### src/rtl/clk_mode_pkg.sv
package clk_mode_pkg;
  localparam int MODE_W = 2;
  typedef enum logic [MODE_W-1:0] {
    M_SCM = 2'b00,
    M_FEI = 2'b01,
    M_FBE = 2'b10,
    M_FEE = 2'b11
  } mode_e;

  function automatic logic is_ext(input mode_e m);
    return m[1];
  endfunction

  function automatic logic is_fll(input mode_e m);
    return m[0];
  endfunction
endpackage

### src/rtl/clk_mode_ctrl.sv
module clk_mode_ctrl
  import clk_mode_pkg::*;
(
  input  logic  clk_i,
  input  logic  rst_ni,
  input  logic  wr_ctrl_i,
  input  mode_e wr_mode_i,
  input  logic  wr_refsel_i,
  input  logic  wr_ie_i,
  input  logic  wr_loc_rst_en_i,
  input  logic  wr_lol_rst_en_i,
  input  logic  fb_vld_i,
  input  mode_e fb_mode_i,
  output mode_e req_mode_o,
  output logic  refsel_o,
  output logic  ie_o,
  output logic  loc_rst_en_o,
  output logic  lol_rst_en_o
);
  logic written_q;

  always_ff @(posedge clk_i or negedge rst_ni) begin
    if (!rst_ni) begin
      req_mode_o   <= M_SCM;
      refsel_o     <= 1'b0;
      written_q    <= 1'b0;
      ie_o         <= 1'b0;
      loc_rst_en_o <= 1'b0;
      lol_rst_en_o <= 1'b0;
    end else begin
      if (wr_ctrl_i) begin
        ie_o         <= wr_ie_i;
        loc_rst_en_o <= wr_loc_rst_en_i;
        lol_rst_en_o <= wr_lol_rst_en_i;
        written_q    <= 1'b1;
        if (!written_q) refsel_o <= wr_refsel_i;
      end
      // hardware fallback overrides a concurrent software request
      if (fb_vld_i)       req_mode_o <= fb_mode_i;
      else if (wr_ctrl_i) req_mode_o <= wr_mode_i;
    end
  end
endmodule

### src/rtl/clk_mode_track.sv
module clk_mode_track
  import clk_mode_pkg::*;
(
  input  logic  clk_i,
  input  logic  rst_ni,
  input  mode_e req_mode_i,
  input  logic  osc_en_i,
  input  logic  osc_rdy_i,
  input  logic  lock_i,
  input  logic  ref_loss_i,
  input  logic  osc_loss_i,
  input  logic  osc_stable_i,
  output mode_e act_mode_o,
  output logic  fb_vld_o,
  output mode_e fb_mode_o,
  output logic  loss_o,
  output logic  loss_fll_o
);
  logic  osc_mon_q;
  logic  ref_hit, osc_hit, ext_ok, fll_ok;
  mode_e act_d;

  assign ref_hit = ref_loss_i & is_ext(act_mode_o);
  assign osc_hit = osc_loss_i & osc_mon_q & is_fll(act_mode_o);

  always_comb begin
    fb_vld_o  = 1'b0;
    fb_mode_o = act_mode_o;
    if (ref_hit) begin
      fb_vld_o  = 1'b1;
      fb_mode_o = M_SCM;
    end else if (osc_hit && act_mode_o == M_FEE) begin
      fb_vld_o  = 1'b1;
      fb_mode_o = M_FBE;
    end
  end

  assign loss_o     = ref_hit | osc_hit;
  assign loss_fll_o = loss_o & is_fll(act_mode_o);

  assign ext_ok = !is_ext(req_mode_i) || (osc_rdy_i && osc_en_i);
  assign fll_ok = !is_fll(req_mode_i) || lock_i;

  always_comb begin
    act_d = act_mode_o;
    if (fb_vld_o)                                         act_d = fb_mode_o;
    else if (req_mode_i != act_mode_o && ext_ok && fll_ok) act_d = req_mode_i;
  end

  always_ff @(posedge clk_i or negedge rst_ni) begin
    if (!rst_ni) begin
      act_mode_o <= M_SCM;
      osc_mon_q  <= 1'b0;
    end else begin
      act_mode_o <= act_d;
      if (ref_hit && act_mode_o == M_FBE) osc_mon_q <= 1'b0;
      else if (osc_stable_i)              osc_mon_q <= 1'b1;
    end
  end
endmodule

### src/rtl/clk_mode_flags.sv
module clk_mode_flags (
  input  logic clk_i,
  input  logic rst_ni,
  input  logic loss_i,
  input  logic loss_fll_i,
  input  logic act_fll_i,
  input  logic lock_i,
  input  logic rd_stat_i,
  input  logic clr_flag_i,
  input  logic ie_i,
  input  logic loc_rst_en_i,
  input  logic lol_rst_en_i,
  output logic loc_flag_o,
  output logic lol_flag_o,
  output logic irq_o,
  output logic rst_req_o
);
  logic armed_q, lock_q;
  logic loc_set, lol_set, do_clr;

  assign loc_set = loss_i;
  assign lol_set = loss_fll_i | (lock_q & ~lock_i & act_fll_i);
  assign do_clr  = clr_flag_i & armed_q;

  always_ff @(posedge clk_i or negedge rst_ni) begin
    if (!rst_ni) begin
      loc_flag_o <= 1'b0;
      lol_flag_o <= 1'b0;
      armed_q    <= 1'b0;
      lock_q     <= 1'b0;
      rst_req_o  <= 1'b0;
    end else begin
      lock_q <= lock_i;
      if (clr_flag_i)     armed_q <= 1'b0;
      else if (rd_stat_i) armed_q <= 1'b1;
      if (loc_set)     loc_flag_o <= 1'b1;
      else if (do_clr) loc_flag_o <= 1'b0;
      if (lol_set)     lol_flag_o <= 1'b1;
      else if (do_clr) lol_flag_o <= 1'b0;
      rst_req_o <= (loc_set & loc_rst_en_i) | (lol_set & lol_rst_en_i);
    end
  end

  // a lock-loss reset pre-empts any pending interrupt
  assign irq_o = ie_i & ~(lol_flag_o & lol_rst_en_i)
               & ((loc_flag_o & ~loc_rst_en_i) | (lol_flag_o & ~lol_rst_en_i));
endmodule

### src/rtl/clk_mode_sup.sv
module clk_mode_sup
  import clk_mode_pkg::*;
(
  input  logic              clk_i,
  input  logic              rst_ni,
  input  logic              wr_ctrl_i,
  input  logic [MODE_W-1:0] wr_mode_i,
  input  logic              wr_refsel_i,
  input  logic              wr_ie_i,
  input  logic              wr_loc_rst_en_i,
  input  logic              wr_lol_rst_en_i,
  input  logic              rd_stat_i,
  input  logic              clr_flag_i,
  input  logic              ref_loss_i,
  input  logic              osc_loss_i,
  input  logic              osc_stable_i,
  input  logic              osc_rdy_i,
  input  logic              lock_i,
  output logic [MODE_W-1:0] req_mode_o,
  output logic [MODE_W-1:0] act_mode_o,
  output logic              refsel_o,
  output logic              osc_en_o,
  output logic              loc_flag_o,
  output logic              lol_flag_o,
  output logic              irq_o,
  output logic              rst_req_o
);
  mode_e req_m, act_m, fb_m;
  logic  fb_vld, loss, loss_fll, ie, loc_en, lol_en, refsel;

  clk_mode_ctrl u_ctrl (
    .clk_i, .rst_ni, .wr_ctrl_i,
    .wr_mode_i       (mode_e'(wr_mode_i)),
    .wr_refsel_i, .wr_ie_i, .wr_loc_rst_en_i, .wr_lol_rst_en_i,
    .fb_vld_i        (fb_vld),
    .fb_mode_i       (fb_m),
    .req_mode_o      (req_m),
    .refsel_o        (refsel),
    .ie_o            (ie),
    .loc_rst_en_o    (loc_en),
    .lol_rst_en_o    (lol_en)
  );

  clk_mode_track u_track (
    .clk_i, .rst_ni,
    .req_mode_i   (req_m),
    .osc_en_i     (refsel),
    .osc_rdy_i, .lock_i, .ref_loss_i, .osc_loss_i, .osc_stable_i,
    .act_mode_o   (act_m),
    .fb_vld_o     (fb_vld),
    .fb_mode_o    (fb_m),
    .loss_o       (loss),
    .loss_fll_o   (loss_fll)
  );

  clk_mode_flags u_flags (
    .clk_i, .rst_ni,
    .loss_i       (loss),
    .loss_fll_i   (loss_fll),
    .act_fll_i    (is_fll(act_m)),
    .lock_i, .rd_stat_i, .clr_flag_i,
    .ie_i         (ie),
    .loc_rst_en_i (loc_en),
    .lol_rst_en_i (lol_en),
    .loc_flag_o, .lol_flag_o, .irq_o, .rst_req_o
  );

  assign req_mode_o = req_m;
  assign act_mode_o = act_m;
  assign refsel_o   = refsel;
  assign osc_en_o   = refsel;
endmodule

### config.mk
export PLATFORM = sky130hd
export DESIGN_NAME = clk_mode_sup
export DESIGN_NICKNAME = d
export VERILOG_FILES = /design/src/rtl/clk_mode_pkg.sv /design/src/rtl/clk_mode_ctrl.sv /design/src/rtl/clk_mode_track.sv /design/src/rtl/clk_mode_flags.sv /design/src/rtl/clk_mode_sup.sv
export SDC_FILE = /design/constraint.sdc
export NUM_CORES = 1
export LEC_CHECK = 0
export BUFFER_PORTS_ARGS = -buffer_cell sky130_fd_sc_hd__buf_2
export CORE_AREA = 2 2 44 46
export DETAILED_ROUTE_END_ITERATION = 8
export DIE_AREA = 0 0 46 48
export PLACE_DENSITY = 0.71
export SYNTH_ARGS = -nofsm -noshare
export SYNTH_HDL_FRONTEND = slang
export SYNTH_SLANG_ARGS = --single-unit
### constraint.sdc
create_clock -name clk_i -period 0.9 [get_ports clk_i]
set_input_delay 0.09 -clock clk_i [delete_from_list [all_inputs] [get_ports clk_i]]
set_output_delay 0.09 -clock clk_i [all_outputs]
set_load 0.03 [all_outputs]
==> summary.txt <==
Drt
  • Wirelength per Cell: 15.2 um
  • DR DRC count: 0
  • Drt total wl: 1.81 mm
  • Initial DRT Pass Iterations: 4
  • Initial DRC count: 13
  • Antenna-violating nets left: 0
  • Vias: 628
  • Vias per cell: 5.28

Floorplan
  • IO Count: 26
  • Initial core utilization: 0.396
  • Die height: 48 um
  • Rows: 15
  • Die area: 2210 um2
  • Die span in x: 46 um
  • Core area: 1690 um2

Clock tree
  • Clk pin slew, worst setup/hold paths: 0.09 ns
  • Sink Count: 15
  • Num CTS Buffers: 3
  • Htree depth: 1
  • CTS root buffer: clkbuf_4
  • Clk_lat worst skew: 0.29 ns
  • CTS Buffer Depth: 2
  • CTS tree: built

Global routing
  • Pin count of the biggest net entering global routing: 16
  • Global route overflow: 0
  • Number of global-route vias before repair: 619
  • Global-route wire length before repair: 2.67 mm
  • Initial antenna violation count: 0
  • Tot GR Track Use: 0.180

Timing
  • Final worst-path cycle share: 1.39
  • Final min period: 1.25 ns
  • Setup violators final: 20
  • Max frequency: 798 MHz
  • Measured slew at the worst slew-check pin: 0.350 ns
  • Slew HR: 0.767
  • Max-slew violations: 0
  • Unrepaired setup endpoints after global routing: yes
  • Fin Clk Skew: 0.00528 ns
  • Fin. Hold Viols: 0
  • Worst setup margin: -0.353 ns

Yosys
  • Mapped Avg Cell Area: 11.9 um2
  • Seq cells post-synth: 15
  • Sequential-to-total area share from yosys stat: 0.562
  • Area leader, netlist: dfrtp_1
  • Synth unique cells: 26
  • Synth warn: 0
  • Syn Std Cell Area: 668 um2
  • Net count after synthesis: 72
  • Synth top area share: 0.562
  • Area contributors post-synth: dfrtp_1, mux2_2, mux2i_1
  • Syn Inst Count: 56

Pwr
  • Clk pwr share: 0.148
  • Maximum vdd drop: 1240 uV
  • Psw: 0.942 mW
  • Internal: 1.72 mW
  • Lkg Pwr: 0.550 nW
  • Seq pwr share: 0.353
  • Comb pwr share: 0.499
  • Pwr dens: 2250 nW/um2
  • Net Sw Frac: 0.355

Critical path
  • Critical path, cell by cell: nor2b_1 > a21oi_1 > nor2b_2 > buf_6
  • Critical path arrival: 1.16 ns
  • Delay-heaviest family, CP: flip-flops
  • Worst-path maximum fanout: 3
  • CP max stage delay: 0.41 ns
  • WS Path Type: reg -> out
  • WP data required: 0.81 ns
  • CP bufs+invs: 1
  • Startpoint types: flip-flop
  • Crit end category: output port
  • Worst path slowest cell: dfrtp_2

Layout
  • Diodes inserted: 0
  • Fin util: 0.699
  • Share of cells above drive strength 1: 0.706
  • Final std cells w/o fill: 119
  • Final net count: 119
  • Area delta synth->final: 76.6%

Placed design
  • Post-DP HPWL: 1.15 mm
  • Buffers on Ports: 25
  • Placer's final routability congestion estimate: 0.862
  • Inst Count DP: 106

Status
  • Status: finished with violations
  • Violated checks: negative setup slack

Min path
  • Hold Crit Class: in -> reg

Run
  • # Max-Cap Violations: 0
==> Yosys cell counts <==
library cell,n
nand3_1,2
or2_2,1
a21o_1,1
o22a_1,1
a21oi_1,3
mux2_2,3
o31ai_1,1
or2b_1,1
nand2b_1,1
a32o_1,1
dfrtp_1,15
buf_4,2
buf_6,1
a31oi_1,1
nand2_1,5
nand4_1,1
o2bb2ai_1,1
nor2b_4,1
a21boi_0,1
nor2_1,4
a22o_1,1
nor2b_1,3
nor3_1,1
a21bo_2,1
mux2i_1,2
mux2_4,1
==> worst min-delay path: cells and delay by family <==
family	cells	cell delay (ns)
and+or+nand+nor	2	0.10
buffers and inverters	1	0.07
==> state kept, by name, summed over array words and instances, names as in the netlist <==
signal	cells
u_ctrl.refsel_o	1
u_track.osc_mon_q	1
u_track.act_mode_o	2
u_ctrl.loc_rst_en_o	1
u_flags.rst_req_o	1
u_flags.lock_q	1
u_ctrl.ie_o	1
u_ctrl.written_q	1
u_flags.armed_q	1
u_flags.loc_flag_o	1
u_ctrl.req_mode_o	2
u_ctrl.lol_rst_en_o	1
u_flags.lol_flag_o	1
==> area by class of cell <==
type / instances / area, um2
Timing Repair Buffer: 45 / 383
Fill cell: 120 / 509
Tap cell: 17 / 21.3
Clock buffer: 4 / 26.3
Sequential cell: 15 / 384
Multi-Input combinational cell: 38 / 365
==> metal layers <==
layer,up-vias,wire length (um),track usage
met1,301,740,0.199
met5,-,0,0
met4,0,70,0.120
met2,28,898,0.314
met3,8,98,0.0340
li1,291,-,-
==> path summary, 6_finish.rpt <==
path	slack [ns]	from	end	cells after the start
max	-0.35	u_flags.lol_flag_o	irq_o	4
min in group asynchronous	0.23	rst_ni	u_ctrl.req_mode_o[0]	2
max reg2reg	-0.17	u_track.act_mode_o[0]	u_ctrl.req_mode_o[0]	5
max in group asynchronous	0.39	rst_ni	u_flags.lol_flag_o	2
min	0.03	rd_stat_i	u_flags.armed_q	3
min reg2reg	0.51	u_flags.armed_q	u_flags.armed_q	2
==> power groups by stage <==
stage | Combinational [mW] | Clock, mW | Sequential, mW
2_1_floorplan | 0.338 | 0 | 1.08
3_3_place_gp | 0.858 | 0 | 0.906
3_5_place_dp | 0.864 | 0 | 0.916
4_1_cts | 1.25 | 0.394 | 0.919
5_1_grt | 1.39 | 0.433 | 0.956
6_report | 1.33 | 0.392 | 0.938
==> placed cells by master (no fill, tap or decap), types with 2 or more instances in the layout <==
| cell type | netlist | routed |
|---|---|---|
| a21oi_1 | 3 | 2 |
| nor2_1 | 4 | 4 |
| dfrtp_1 | 15 | 8 |
| buf_2 | 0 | 15 |
| clkbuf_4 | 0 | 3 |
| nand2_2 | 0 | 2 |
| nand2_1 | 5 | 2 |
| buf_6 | 1 | 20 |
| buf_4 | 2 | 7 |
| dfrtp_2 | 0 | 7 |
| dlygate4sd3_1 | 0 | 3 |
| nor2b_4 | 1 | 2 |
| nand3_4 | 0 | 2 |
| mux2_2 | 3 | 3 |
==> metrics by stage <==
step	instance area, um2	setup TNS [ns]	hold slack (ns)	total power, mW	worst slack (ns)
5_1_grt	1180	-2.91	0.0235	2.78	-0.415
3_5_place_dp	898	-0.300	0.0123	1.78	-0.0786
4_1_cts	1120	-2.02	0.0174	2.57	-0.352
6_report	1180	-2.31	0.0254	2.66	-0.353
2_1_floorplan	696	-0.504	-0.206	1.42	-0.147
3_3_place_gp	898	-0.186	0.0122	1.76	-0.0631
==> timing repair <==
item                                   4_1_cts  5_1_grt
endpoints found under the hold margin       17        0
setup buffers                                5        1
hold buffers                                 3        0
setup endpoints to repair                   19       21
pin swaps                                    6        2
resized for setup                           33       13
==> cells by family (layout without fill, tap and decap cells) <==
family          after synthesis  count (layout)  synth area share
flops                        15              15             0.562
mux                           6               6             0.103
buf+inv                       3              49            0.0393
simple gates                 20              20             0.161
compound gates               12              12             0.135
Note: power is estimated with default switching activity, not from simulation.
